`src/rtl/sbus_pkg.sv`:
```
`timescale 1ns/1ps
package sbus_pkg;

  typedef enum logic [3:0] {
    ST_IDLE, ST_START, ST_ADDR_W, ST_WORD, ST_RSTART,
    ST_ADDR_R, ST_WDATA, ST_RDATA, ST_STOP
  } step_t;

  localparam logic [1:0] SEL_TARGET = 2'd0;
  localparam logic [1:0] SEL_WORD   = 2'd1;
  localparam logic [1:0] SEL_DATA   = 2'd2;
  localparam logic [1:0] SEL_CTRL   = 2'd3;

  function automatic logic is_byte(step_t s);
    return (s == ST_ADDR_W) || (s == ST_WORD) || (s == ST_ADDR_R) ||
           (s == ST_WDATA) || (s == ST_RDATA);
  endfunction

  function automatic logic is_tx(step_t s);
    return is_byte(s) && (s != ST_RDATA);
  endfunction

  function automatic logic [7:0] tx_byte(step_t s, logic [7:0] tgt,
                                         logic [7:0] wa, logic [7:0] wd);
    case (s)
      ST_ADDR_W: return {tgt[7:1], 1'b0};
      ST_ADDR_R: return {tgt[7:1], 1'b1};
      ST_WORD:   return wa;
      ST_WDATA:  return wd;
      default:   return 8'hFF;
    endcase
  endfunction

  function automatic step_t next_step(step_t s, logic rd, logic no_word,
                                      logic nack);
    case (s)
      ST_START:  return (rd && no_word) ? ST_ADDR_R : ST_ADDR_W;
      ST_ADDR_W: return nack ? ST_STOP : (no_word ? ST_WDATA : ST_WORD);
      ST_WORD:   return nack ? ST_STOP : (rd ? ST_RSTART : ST_WDATA);
      ST_RSTART: return ST_ADDR_R;
      ST_ADDR_R: return nack ? ST_STOP : ST_RDATA;
      ST_WDATA:  return ST_STOP;
      ST_RDATA:  return ST_STOP;
      default:   return ST_IDLE;
    endcase
  endfunction

  function automatic logic [7:0] status_byte(logic proto, logic busy,
                                             logic ee, logic err);
    return {proto, 1'b0, busy, ee, 3'b000, err};
  endfunction

endpackage

```
`src/rtl/sbus_qtick.sv`:
```
`timescale 1ns/1ps
module sbus_qtick #(
  parameter int QDIV = 125
) (
  input  logic clk,
  input  logic rst_n,
  input  logic clr,
  input  logic run,
  output logic tick
);
  localparam int CW = (QDIV > 1) ? $clog2(QDIV) : 1;
  localparam logic [CW-1:0] LAST = CW'(QDIV - 1);

  logic [CW-1:0] cnt;

  assign tick = run && (cnt == LAST);

  always_ff @(posedge clk or negedge rst_n) begin
    if (!rst_n)             cnt <= '0;
    else if (clr || !run)   cnt <= '0;
    else if (tick)          cnt <= '0;
    else                    cnt <= cnt + 1'b1;
  end
endmodule

```
`src/rtl/sbus_regs.sv`:
```
`timescale 1ns/1ps
module sbus_regs
  import sbus_pkg::*;
(
  input  logic       clk,
  input  logic       rst_n,
  input  logic       reg_wr,
  input  logic [1:0] reg_sel,
  input  logic [7:0] reg_wdata,
  input  logic [1:0] rd_sel,
  input  logic       busy,
  input  logic       eeprom_busy,
  input  logic       rx_done,
  input  logic [7:0] rx_byte,
  input  logic       nack_evt,
  output logic [7:0] rd_data,
  output logic [7:0] tgt_q,
  output logic [7:0] word_q,
  output logic [7:0] data_q,
  output logic       proto_q,
  output logic       err_q,
  output logic       launch
);
  logic wr_open;
  logic err_clr;

  assign wr_open = reg_wr && !busy;
  assign launch  = wr_open && (reg_sel == SEL_TARGET) && !eeprom_busy;
  assign err_clr = reg_wr && (reg_sel == SEL_CTRL) && reg_wdata[0];

  always_ff @(posedge clk or negedge rst_n) begin
    if (!rst_n) begin
      tgt_q   <= '0;
      word_q  <= '0;
      data_q  <= '0;
      proto_q <= 1'b0;
      err_q   <= 1'b0;
    end else begin
      if (launch) tgt_q <= reg_wdata;
      if (wr_open && (reg_sel == SEL_WORD)) word_q <= reg_wdata;
      if (rx_done) data_q <= rx_byte;
      else if (wr_open && (reg_sel == SEL_DATA)) data_q <= reg_wdata;
      if (wr_open && (reg_sel == SEL_CTRL)) proto_q <= reg_wdata[7];
      if (nack_evt)     err_q <= 1'b1;
      else if (err_clr) err_q <= 1'b0;
    end
  end

  always_comb begin
    case (rd_sel)
      SEL_TARGET: rd_data = tgt_q;
      SEL_WORD:   rd_data = word_q;
      SEL_DATA:   rd_data = data_q;
      default:    rd_data = status_byte(proto_q, busy, eeprom_busy, err_q);
    endcase
  end
endmodule

```
`src/rtl/sbus_seq.sv`:
```
`timescale 1ns/1ps
module sbus_seq
  import sbus_pkg::*;
(
  input  logic       clk,
  input  logic       rst_n,
  input  logic       tick,
  input  logic       launch,
  input  logic [7:0] tgt,
  input  logic [7:0] wa,
  input  logic [7:0] wd,
  input  logic       no_word,
  input  logic       sda_in,
  output logic       busy,
  output logic       scl_oe,
  output logic       sda_oe,
  output logic       rx_done,
  output logic [7:0] rx_byte,
  output logic       nack_evt,
  output logic       edge_ok,
  output logic       in_rx
);
  step_t      step;
  logic [1:0] q;
  logic [3:0] bitn;
  logic [7:0] shreg;
  logic       ack_s;

  logic       byte_step;
  logic       step_end;
  logic       nack_now;
  logic [7:0] cur_byte;
  logic [2:0] bidx;
  logic       tx_bit;

  assign byte_step = is_byte(step);
  assign step_end  = tick && (step != ST_IDLE) && (q == 2'd3) &&
                     (!byte_step || (bitn == 4'd8));
  assign nack_now  = is_tx(step) && ack_s;
  assign nack_evt  = step_end && nack_now;
  assign rx_done   = step_end && (step == ST_RDATA);
  assign rx_byte   = shreg;
  assign busy      = (step != ST_IDLE);
  assign edge_ok   = (step == ST_START) || (step == ST_RSTART) ||
                     (step == ST_STOP);
  assign in_rx     = (step == ST_RDATA);

  assign cur_byte = tx_byte(step, tgt, wa, wd);
  assign bidx     = 3'd7 - bitn[2:0];
  assign tx_bit   = (bitn < 4'd8) ? cur_byte[bidx] : 1'b1;

  always_ff @(posedge clk or negedge rst_n) begin
    if (!rst_n) begin
      step  <= ST_IDLE;
      q     <= '0;
      bitn  <= '0;
      shreg <= '0;
      ack_s <= 1'b0;
    end else if (launch) begin
      step  <= ST_START;
      q     <= '0;
      bitn  <= '0;
      ack_s <= 1'b0;
    end else if (tick && busy) begin
      q <= q + 2'd1;
      if (byte_step && (q == 2'd2)) begin
        if (bitn < 4'd8) shreg <= {shreg[6:0], sda_in};
        else             ack_s <= sda_in;
      end
      if (q == 2'd3) begin
        if (step_end) begin
          step <= next_step(step, tgt[0], no_word, nack_now);
          bitn <= '0;
        end else begin
          bitn <= bitn + 4'd1;
        end
      end
    end
  end

  always_comb begin
    scl_oe = 1'b0;
    sda_oe = 1'b0;
    case (step)
      ST_START: begin
        scl_oe = (q == 2'd3);
        sda_oe = (q >= 2'd2);
      end
      ST_RSTART: begin
        scl_oe = (q == 2'd0) || (q == 2'd3);
        sda_oe = (q >= 2'd2);
      end
      ST_STOP: begin
        scl_oe = (q == 2'd0);
        sda_oe = (q <= 2'd1);
      end
      ST_IDLE: begin
        scl_oe = 1'b0;
        sda_oe = 1'b0;
      end
      default: begin
        scl_oe = (q == 2'd0) || (q == 2'd3);
        sda_oe = is_tx(step) && !tx_bit;
      end
    endcase
  end
endmodule

```
`src/rtl/sbus_byte_master.sv`:
```
`timescale 1ns/1ps
module sbus_byte_master
  import sbus_pkg::*;
#(
  parameter int QDIV = 125
) (
  input  logic       clk,
  input  logic       rst_n,
  input  logic       reg_wr,
  input  logic [1:0] reg_sel,
  input  logic [7:0] reg_wdata,
  input  logic [1:0] rd_sel,
  output logic [7:0] rd_data,
  input  logic       eeprom_busy,
  output logic       scl_oe,
  output logic       sda_oe,
  input  logic       sda_in
);
  logic       busy;
  logic       launch;
  logic       tick;
  logic [7:0] tgt_q;
  logic [7:0] word_q;
  logic [7:0] data_q;
  logic       proto_q;
  logic       err_q;
  logic       rx_done;
  logic [7:0] rx_byte;
  logic       nack_evt;
  logic       edge_ok;
  logic       in_rx;

  sbus_regs u_regs (
    .clk(clk), .rst_n(rst_n), .reg_wr(reg_wr), .reg_sel(reg_sel),
    .reg_wdata(reg_wdata), .rd_sel(rd_sel), .busy(busy),
    .eeprom_busy(eeprom_busy), .rx_done(rx_done), .rx_byte(rx_byte),
    .nack_evt(nack_evt), .rd_data(rd_data), .tgt_q(tgt_q),
    .word_q(word_q), .data_q(data_q), .proto_q(proto_q), .err_q(err_q),
    .launch(launch)
  );

  sbus_qtick #(.QDIV(QDIV)) u_tick (
    .clk(clk), .rst_n(rst_n), .clr(launch), .run(busy), .tick(tick)
  );

  sbus_seq u_seq (
    .clk(clk), .rst_n(rst_n), .tick(tick), .launch(launch),
    .tgt(tgt_q), .wa(word_q), .wd(data_q), .no_word(proto_q),
    .sda_in(sda_in), .busy(busy), .scl_oe(scl_oe), .sda_oe(sda_oe),
    .rx_done(rx_done), .rx_byte(rx_byte), .nack_evt(nack_evt),
    .edge_ok(edge_ok), .in_rx(in_rx)
  );
endmodule

```
`config.mk`:
```
export PLATFORM = sky130hd
export DESIGN_NAME = sbus_byte_master
export DESIGN_NICKNAME = d
export VERILOG_FILES = /design/src/rtl/sbus_pkg.sv /design/src/rtl/sbus_qtick.sv /design/src/rtl/sbus_regs.sv /design/src/rtl/sbus_seq.sv /design/src/rtl/sbus_byte_master.sv
export SDC_FILE = /design/constraint.sdc
export NUM_CORES = 1
export LEC_CHECK = 0
export ABC_AREA = 1
export CORE_UTILIZATION = 55
export DETAILED_ROUTE_END_ITERATION = 10
export PLACE_DENSITY_LB_ADDON = 0.08
export SKIP_LAST_GASP = 1
export SLEW_MARGIN = 25
export SYNTH_ARGS = -nofsm -noshare
export SYNTH_HDL_FRONTEND = slang
export SYNTH_SLANG_ARGS = --single-unit
```
`constraint.sdc`:
```
create_clock -name clk -period 2.1 [get_ports clk]
set_input_delay 0.42 -clock clk [delete_from_list [all_inputs] [get_ports clk]]
set_output_delay 0.42 -clock clk [all_outputs]
set_load 0.05 [all_outputs]
```
==> run metrics, run 1 <==
result of the run finished, violations left; failing checks negative setup slack; Hold Fails Final Rpt 0; IO buf count 26; overflow left after global routing 0; net switching power figure 0.000509 W; summed negative setup slack over all endpoints -0.236 ns; Critical Path End Type output pin; number of global-route vias before repair 2,714; Starting Density 0.588; Clock Tree Buf Depth 2; launching point of the worst reg2reg path u_seq.step[3]$_DFFE_PN0P_; RR Endpoint u_seq.bitn[3]$_DFFE_PN0P_; sequential element share of the synthesized area 0.420; most used flip-flop cell after synthesis sky130_fd_sc_hd__dfrtp_1; via count of the routed design 2,876; post-route insts no fill 519; share of flip-flops with an asynchronous set or reset 1.00; Critical Path Fanout Max 4; combined area of all synthesized cells 3100 sq um; H-tree Lvls 2; post-route fraction of the period consumed by the critical path 1.11; Seq pwr share 0.548; Power Dens Cells 481 nW/um^2; Slew Limit Headroom 0.725; final wirelength 7590 um; Worst Setup Slack, final -0.236 ns; number of setup violations in the final report 1; Endpoint, Worst Hold u_tick.cnt[0]$_DFF_PN0_; setup repair after global routing missed its margin true; syn nets 425; max-cap check violation count 0; switching power as a share of total power 0.274; clk slew on worst S/H paths 0.10 ns; final period demand of the worst path 2.34 ns; worst vdd rail ir drop 342 uV; maximum number of pins on one net before global-route repair 28; number of cells on the worst hold path 1; worst reg-to-reg setup slack 0.25 ns; final non-filler cell area 3860 sq um; synthesized instance count 401; area of the die 5940 sq um; portion of total power attributed to combinational logic 0.109; detailed placer's ending HPWL 5710 um; maximum clock frequency 428 MHz; unique cell type count in the Yosys netlist 34; average instance area after synthesis 7.73 sq um; wire length of the first global-routing pass 12,900 um; clock power share 0.343; Yosys top cell by area sky130_fd_sc_hd__dfrtp_1; largest cells by area after synthesis sky130_fd_sc_hd__dfrtp_1, sky130_fd_sc_hd__nand2_1, sky130_fd_sc_hd__nand3_1; CTS buffer count 5; antenna diode count 0; footprint of the flip-flops and latches 1310 sq um; nature of the critical path startpoint register; number of synthesis warnings 0; routed via count divided by cell count 5.54; slew at the pin with the worst max-slew slack 0.409 ns; TritonCTS clock tree built; Data required, critical path 1.68 ns; hold path startpoint u_tick.cnt[0]$_DFF_PN0_; post-placement worst setup slack -0.152 ns; class of the tightest hold or removal check reg -> reg; Synth top area share 0.420; DRC violation count after routing 0; Clock Sinks 52; Area growth, synth to finish 24.7%; Die Y-Extent 77.1 um; crit path DAT 1.92 ns; placed cell areas 3630 sq um; final weighted congestion in routability-driven placement 0.972; FF-to-FF path depth 9; final net count 472; Total GRT Usage 0.282; Fill cells 411; standby leakage power 1.87 nW; number of design-rule violations left by the first detailed-router iteration 364; WL per Instance 14.6 um; Core Area 5270 sq um; Worst-Skew Late Latency 0.32 ns; antenna viol nets, final 0; Rows 26; I/O Pins 27; internal power consumption 0.00135 W; pins over their slew limit 0; EDFF count, synth 0; layout cells sized above 1 0.203; Post-Route Hold Slack 0.471 ns; detailed-router iteration count before antenna repair 5; footprint of the multi-input gates 1610 sq um; Crit Path Category reg -> out; Worst Skew 0.00834 ns; buffer type at the clock tree root sky130_fd_sc_hd__clkbuf_8; synthesis-stage register bit count 52; initial antenna violation count 0; DP Cell Count 506; horizontal die dimension 77.1 um
-- through the flow --
stage	util	total power, W
after floorplan	-	0.00111
after global placement	0.688	0.00123
after detailed placement	0.688	0.00124
after CTS	0.721	0.00186
after global routing	0.733	0.00192
final	0.733	0.00186
-- sequential cells by signal (all words and copies together) (netlist names) --
| name | count |
|---|---|
| u_seq.rx_byte | 8 |
| u_regs.tgt_q | 8 |
| u_seq.step | 4 |
| u_regs.err_q | 1 |
| u_regs.data_q | 8 |
| u_tick.cnt | 7 |
| u_seq.bitn | 4 |
| u_seq.ack_s | 1 |
| u_regs.proto_q | 1 |
| u_regs.word_q | 8 |
| u_seq.q | 2 |
-- cells in the mapped netlist, drive strengths merged (3+ instances only) --
| cell | instances |
|---|---|
| nor2 | 35 |
| buf | 6 |
| nor3 | 6 |
| nand2 | 117 |
| nand3 | 43 |
| ha | 7 |
| inv | 55 |
| dfrtp | 52 |
| a21oi | 8 |
| nor4 | 3 |
| o21ai | 39 |
| o211ai | 8 |
| nand4 | 11 |
-- cell usage in the layout, fill, tap and decap left out, types with 4 or more instances in the layout --
master	count
sky130_fd_sc_hd__a21oi_1	5
sky130_fd_sc_hd__dfrtp_1	49
sky130_fd_sc_hd__nand3_1	43
sky130_fd_sc_hd__nand2_2	6
sky130_fd_sc_hd__ha_1	7
sky130_fd_sc_hd__buf_12	12
sky130_fd_sc_hd__nor2_2	4
sky130_fd_sc_hd__nand2_4	4
sky130_fd_sc_hd__buf_4	15
sky130_fd_sc_hd__nor2_4	9
sky130_fd_sc_hd__clkdlybuf4s50_1	13
sky130_fd_sc_hd__o211ai_1	8
sky130_fd_sc_hd__o21ai_2	8
sky130_fd_sc_hd__clkbuf_8	5
sky130_fd_sc_hd__inv_2	8
sky130_fd_sc_hd__inv_1	46
sky130_fd_sc_hd__nor2_1	21
sky130_fd_sc_hd__nand2_1	106
sky130_fd_sc_hd__o21ai_0	28
sky130_fd_sc_hd__nand4_1	9
sky130_fd_sc_hd__nor3_1	6
-- critical path, cell delays in order (launching register included) --
cell and delay (ns):
sky130_fd_sc_hd__dfrtp_1 0.45, sky130_fd_sc_hd__inv_2 0.08, sky130_fd_sc_hd__nor2_4 0.17, sky130_fd_sc_hd__nand2_2 0.10, sky130_fd_sc_hd__buf_6 0.13, sky130_fd_sc_hd__nor2_4 0.06, sky130_fd_sc_hd__nor2_1 0.04, sky130_fd_sc_hd__nand2_1 0.05
sky130_fd_sc_hd__nand3_1 0.06, sky130_fd_sc_hd__nand3_1 0.08, sky130_fd_sc_hd__nand2_1 0.07, sky130_fd_sc_hd__nand2_1 0.08, sky130_fd_sc_hd__nand2_2 0.07, sky130_fd_sc_hd__buf_12 0.15
-- worst max path at each step --
| stage | from | end | slack [ns] |
|---|---|---|---|
| finish | u_seq.step[2]$_DFFE_PN0P_ | sda_oe | -0.24 |
| floorplan | u_seq.step[3]$_DFFE_PN0P_ | scl_oe | 0.002 |
| global route | u_seq.step[2]$_DFFE_PN0P_ | sda_oe | -0.35 |
| detailed placement | rd_sel[1] | rd_data[5] | -0.15 |
| global placement | rd_sel[0] | rd_data[5] | -0.12 |
| CTS | u_seq.step[2]$_DFFE_PN0P_ | sda_oe | -0.25 |
-- cell type report --
cell class              instances  share of cell area
clock buffers                   5              0.0178
clock inverters                 3             0.00745
inverters                      56              0.0551
multi-input cells             286               0.416
flip-flops and latches         52               0.338
well taps                      70              0.0227
repair buffers                 47               0.143
-- kinds of logic (layout without fill, tap and decap cells) --
| group | Yosys count | after routing | share of synthesized area |
|---|---|---|---|
| AO/OA/AOI/OAI | 59 | 59 | 0.118 |
| XOR/XNOR | 3 | 3 | 0.00848 |
| flip-flops | 52 | 52 | 0.420 |
| adder cells (fa/ha/maj) | 7 | 7 | 0.0283 |
| buffers and inverters | 63 | 111 | 0.0876 |
| AND/OR/NAND/NOR | 217 | 217 | 0.337 |
-- timing repair --
action,CTS,global route
gates resized for setup,18,12
setup buffers,2,2
hold endpoints to repair,7,0
endpoints found under the setup margin,10,4
cloned,0,0
hold buffers,1,0
pin swaps,9,9
-- metal layers --
metal,up-vias,track usage,wire length [um]
li1,1407,-,-
met1,1363,0.407,3490
met2,97,0.430,3520
met3,9,0.0488,497
met4,0,0.0868,77
met5,-,0,0
-- power groups by stage --
stage,Combinational (W),Sequential [W],Clock [W]
floorplan,0.0000734,0.00103,0
global placement,0.000195,0.00104,0
CTS,0.000202,0.00102,0.000644
finish,0.000203,0.00102,0.000637
global route,0.000218,0.00102,0.000679
detailed placement,0.000197,0.00104,0
(Power assumes the default switching activity.)
==> run 2, diff against run 1 <==
--- a/config.mk
+++ b/config.mk
@@ -6,7 +6,7 @@
 export NUM_CORES = 1
 export LEC_CHECK = 0
 export ABC_AREA = 1
-export CORE_UTILIZATION = 55
+export CORE_UTILIZATION = 50
 export DETAILED_ROUTE_END_ITERATION = 10
 export PLACE_DENSITY_LB_ADDON = 0.08
 export SKIP_LAST_GASP = 1
==> run 2 against run 1 <==
Net effect:
- the run still ends with negative setup slack left
- total power fell by 3.7%
- utilization fell by 9.3 points
- die area rose by 9.7%
- worst setup slack improved by 0.0019 ns
- sequential cell count did not move
- largest cell class unchanged
- cell count rose by 0.39%
==> run metrics, run 2 (synthesized netlist as in run 1, its figures left out) <==
via count of the routed design 2,852 (was 2,876); worst vdd rail ir drop 386 uV (was 342 uV); nature of the critical path startpoint register (unchanged); horizontal die dimension 80.7 um (was 77.1 um); number of global-route vias before repair 2,612 (was 2,714); net switching power figure 0.000458 W (was 0.000509 W); maximum number of pins on one net before global-route repair 53 (was 28); placed cell areas 3600 sq um (was 3630 sq um); summed negative setup slack over all endpoints -0.234 ns (was -0.236 ns); routed length on met1 3700 um (was 3490 um); final weighted congestion in routability-driven placement 0.898 (was 0.972); I/O Pins 27 (unchanged); wire length of the first global-routing pass 12,400 um (was 12,900 um); Seq pwr share 0.569 (was 0.548); Worst-Skew Late Latency 0.30 ns (was 0.32 ns); Rows 28 (was 26); Slew Limit Headroom 0.724 (was 0.725); area of the die 6510 sq um (was 5940 sq um); Hold Fails Final Rpt 0 (unchanged); Critical Path Fanout Max 5 (was 4); detailed-router iteration count before antenna repair 5 (unchanged); failing checks negative setup slack (unchanged); portion of total power attributed to combinational logic 0.110 (was 0.109); crit path DAT 1.91 ns (was 1.92 ns); Worst Setup Slack, final -0.234 ns (was -0.236 ns); Total GRT Usage 0.251 (was 0.282); detailed placer's ending HPWL 5690 um (was 5710 um); Core Area 5960 sq um (was 5270 sq um); switching power as a share of total power 0.256 (was 0.274); overflow left after global routing 0 (unchanged); internal power consumption 0.00133 W (was 0.00135 W); buffer type at the clock tree root sky130_fd_sc_hd__clkbuf_8 (unchanged); number of setup violations in the final report 1 (unchanged); setup repair after global routing missed its margin true (unchanged); met3 wire length 439 um (was 497 um); final wirelength 7750 um (was 7590 um); pins over their slew limit 0 (unchanged); Worst Skew 0.00728 ns (was 0.00834 ns); slew at the pin with the worst max-slew slack 0.410 ns (was 0.409 ns); layout cells sized above 1 0.193 (was 0.203); class of the tightest hold or removal check in -> async (was reg -> reg); quantity of hold-fixing buffers added after cts 0 (was 1); Power Dens Cells 469 nW/um^2 (was 481 nW/um^2); TritonCTS clock tree built (unchanged); maximum clock frequency 428 MHz (about the same); CTS buffer count 5 (unchanged); Met2 Wirelength 3530 um (was 3520 um); Data required, critical path 1.68 ns (about the same); number of design-rule violations left by the first detailed-router iteration 259 (was 364); post-placement worst setup slack -0.103 ns (was -0.152 ns); H-tree Lvls 2 (unchanged); clock power share 0.321 (was 0.343); max-cap check violation count 0 (unchanged); final non-filler cell area 3810 sq um (was 3860 sq um); IO buf count 26 (unchanged); final period demand of the worst path 2.33 ns (was 2.34 ns); final net count 469 (was 472); Crit Path Category reg -> out (unchanged); Critical Path End Type output pin (unchanged); initial antenna violation count 0 (unchanged); Die Y-Extent 80.7 um (was 77.1 um); Fill cells 536 (was 411); Starting Density 0.520 (was 0.588); top library cells by usage in the layout, fill and taps aside sky130_fd_sc_hd__nand2_1, sky130_fd_sc_hd__dfrtp_1, sky130_fd_sc_hd__inv_1, sky130_fd_sc_hd__nand3_1, sky130_fd_sc_hd__o21ai_0 (unchanged); antenna viol nets, final 0 (unchanged); Final Power 0.00179 W (was 0.00186 W); antenna diode count 0 (unchanged); Clock Sinks 52 (unchanged); WL per Instance 14.9 um (was 14.6 um); standby leakage power 1.87 nW (about the same); Clock Tree Buf Depth 2 (unchanged); post-route insts no fill 521 (was 519); highest metal used met4 (unchanged); DP Cell Count 508 (was 506); result of the run finished, violations left (unchanged); routed via count divided by cell count 5.47 (was 5.54); post-route fraction of the period consumed by the critical path 1.11 (about the same); Area growth, synth to finish 23.1% (was 24.7%); most common cell after layout, fill and taps aside sky130_fd_sc_hd__nand2_1 (unchanged); clk slew on worst S/H paths 0.10 ns (about the same); DRC violation count after routing 0 (unchanged)
[run 2: cell types whose count changed in the layout (fill, tap and decap cells not counted), sizes merged]
| cell | change |
|---|---|
| buf | -4 |
| clkbuf | +2 |
| inv | -2 |
| clkinv | +1 |
| dlygate4sd2 | -1 |
| dlygate4sd3 | -1 |
| dlymetal6s2s | +1 |
| nand2 | +1 |
[run 2: worst max-delay path: stages, from the launching register on]
cell                      delay, ns
sky130_fd_sc_hd__dfrtp_1       0.44
sky130_fd_sc_hd__inv_2         0.07
sky130_fd_sc_hd__nor2_4        0.21
sky130_fd_sc_hd__nand2_4       0.13
sky130_fd_sc_hd__nand2_8       0.10
sky130_fd_sc_hd__nand2_1       0.05
sky130_fd_sc_hd__nand2_1       0.08
sky130_fd_sc_hd__nand3_1       0.08
sky130_fd_sc_hd__nand3_1       0.09
sky130_fd_sc_hd__nand2_1       0.07
sky130_fd_sc_hd__nand2_1       0.08
sky130_fd_sc_hd__nand2_2       0.07
sky130_fd_sc_hd__buf_12        0.15
[run 2: through the flow]
step	util	hold WS [ns]
final	0.641	0.0945
after global routing	0.641	0.120
after CTS	0.626	0.109
after detailed placement	0.604	0.434
after global placement	0.604	0.435
after floorplan	-	0.124
[run 2: routing by layer]
metal  vias up  GRT usage
met4         0     0.0643
met3         8     0.0409
met1      1337      0.368
li1       1404          -
met2       103      0.384
met5         -          0
[run 2: repair_timing]
item	4_1_cts	5_1_grt
resized for setup	11	17
cloned	0	1
pin swaps	1	9
setup buffers	1	3
endpoints found under the setup margin	10	7
[run 2: worst paths after layout]
check,endpoint,start,slack (ns),depth (start not counted)
worst min-delay path,u_seq.step[2]$_DFFE_PN0P_,rst_n,0.09,2
worst min register to register,u_tick.cnt[0]$_DFF_PN0_,u_tick.cnt[0]$_DFF_PN0_,0.48,1
min in group clk,u_tick.cnt[0]$_DFF_PN0_,u_tick.cnt[0]$_DFF_PN0_,0.48,1
worst max-delay path,sda_oe,u_seq.step[2]$_DFFE_PN0P_,-0.23,12
max in group asynchronous,u_seq.step[1]$_DFFE_PN0P_,rst_n,1.75,2
worst max register to register,u_seq.rx_byte[1]$_DFFE_PN0P_,u_tick.cnt[0]$_DFF_PN0_,0.28,9
[run 2: layout make-up]
class	count	area, sq um	area share
Multi-Input combinational cell	287	1610	0.422
Inverter	56	215	0.0564
Timing Repair Buffer	43	505	0.133
Clock inverter	2	13.8	0.00361
Tap cell	75	93.8	0.0246
Sequential cell	52	1310	0.342
Clock buffer	6	72.6	0.0190
[run 2: power groups by stage]
| stage | clock network [W] | logic, W | registers, W |
|---|---|---|---|
| 2_1_floorplan | 0 | 0.0000734 | 0.00103 |
| 3_3_place_gp | 0 | 0.000193 | 0.00104 |
| 3_5_place_dp | 0 | 0.000195 | 0.00104 |
| 4_1_cts | 0.000592 | 0.000197 | 0.00102 |
| 5_1_grt | 0.000622 | 0.000212 | 0.00102 |
| 6_report | 0.000575 | 0.000196 | 0.00102 |
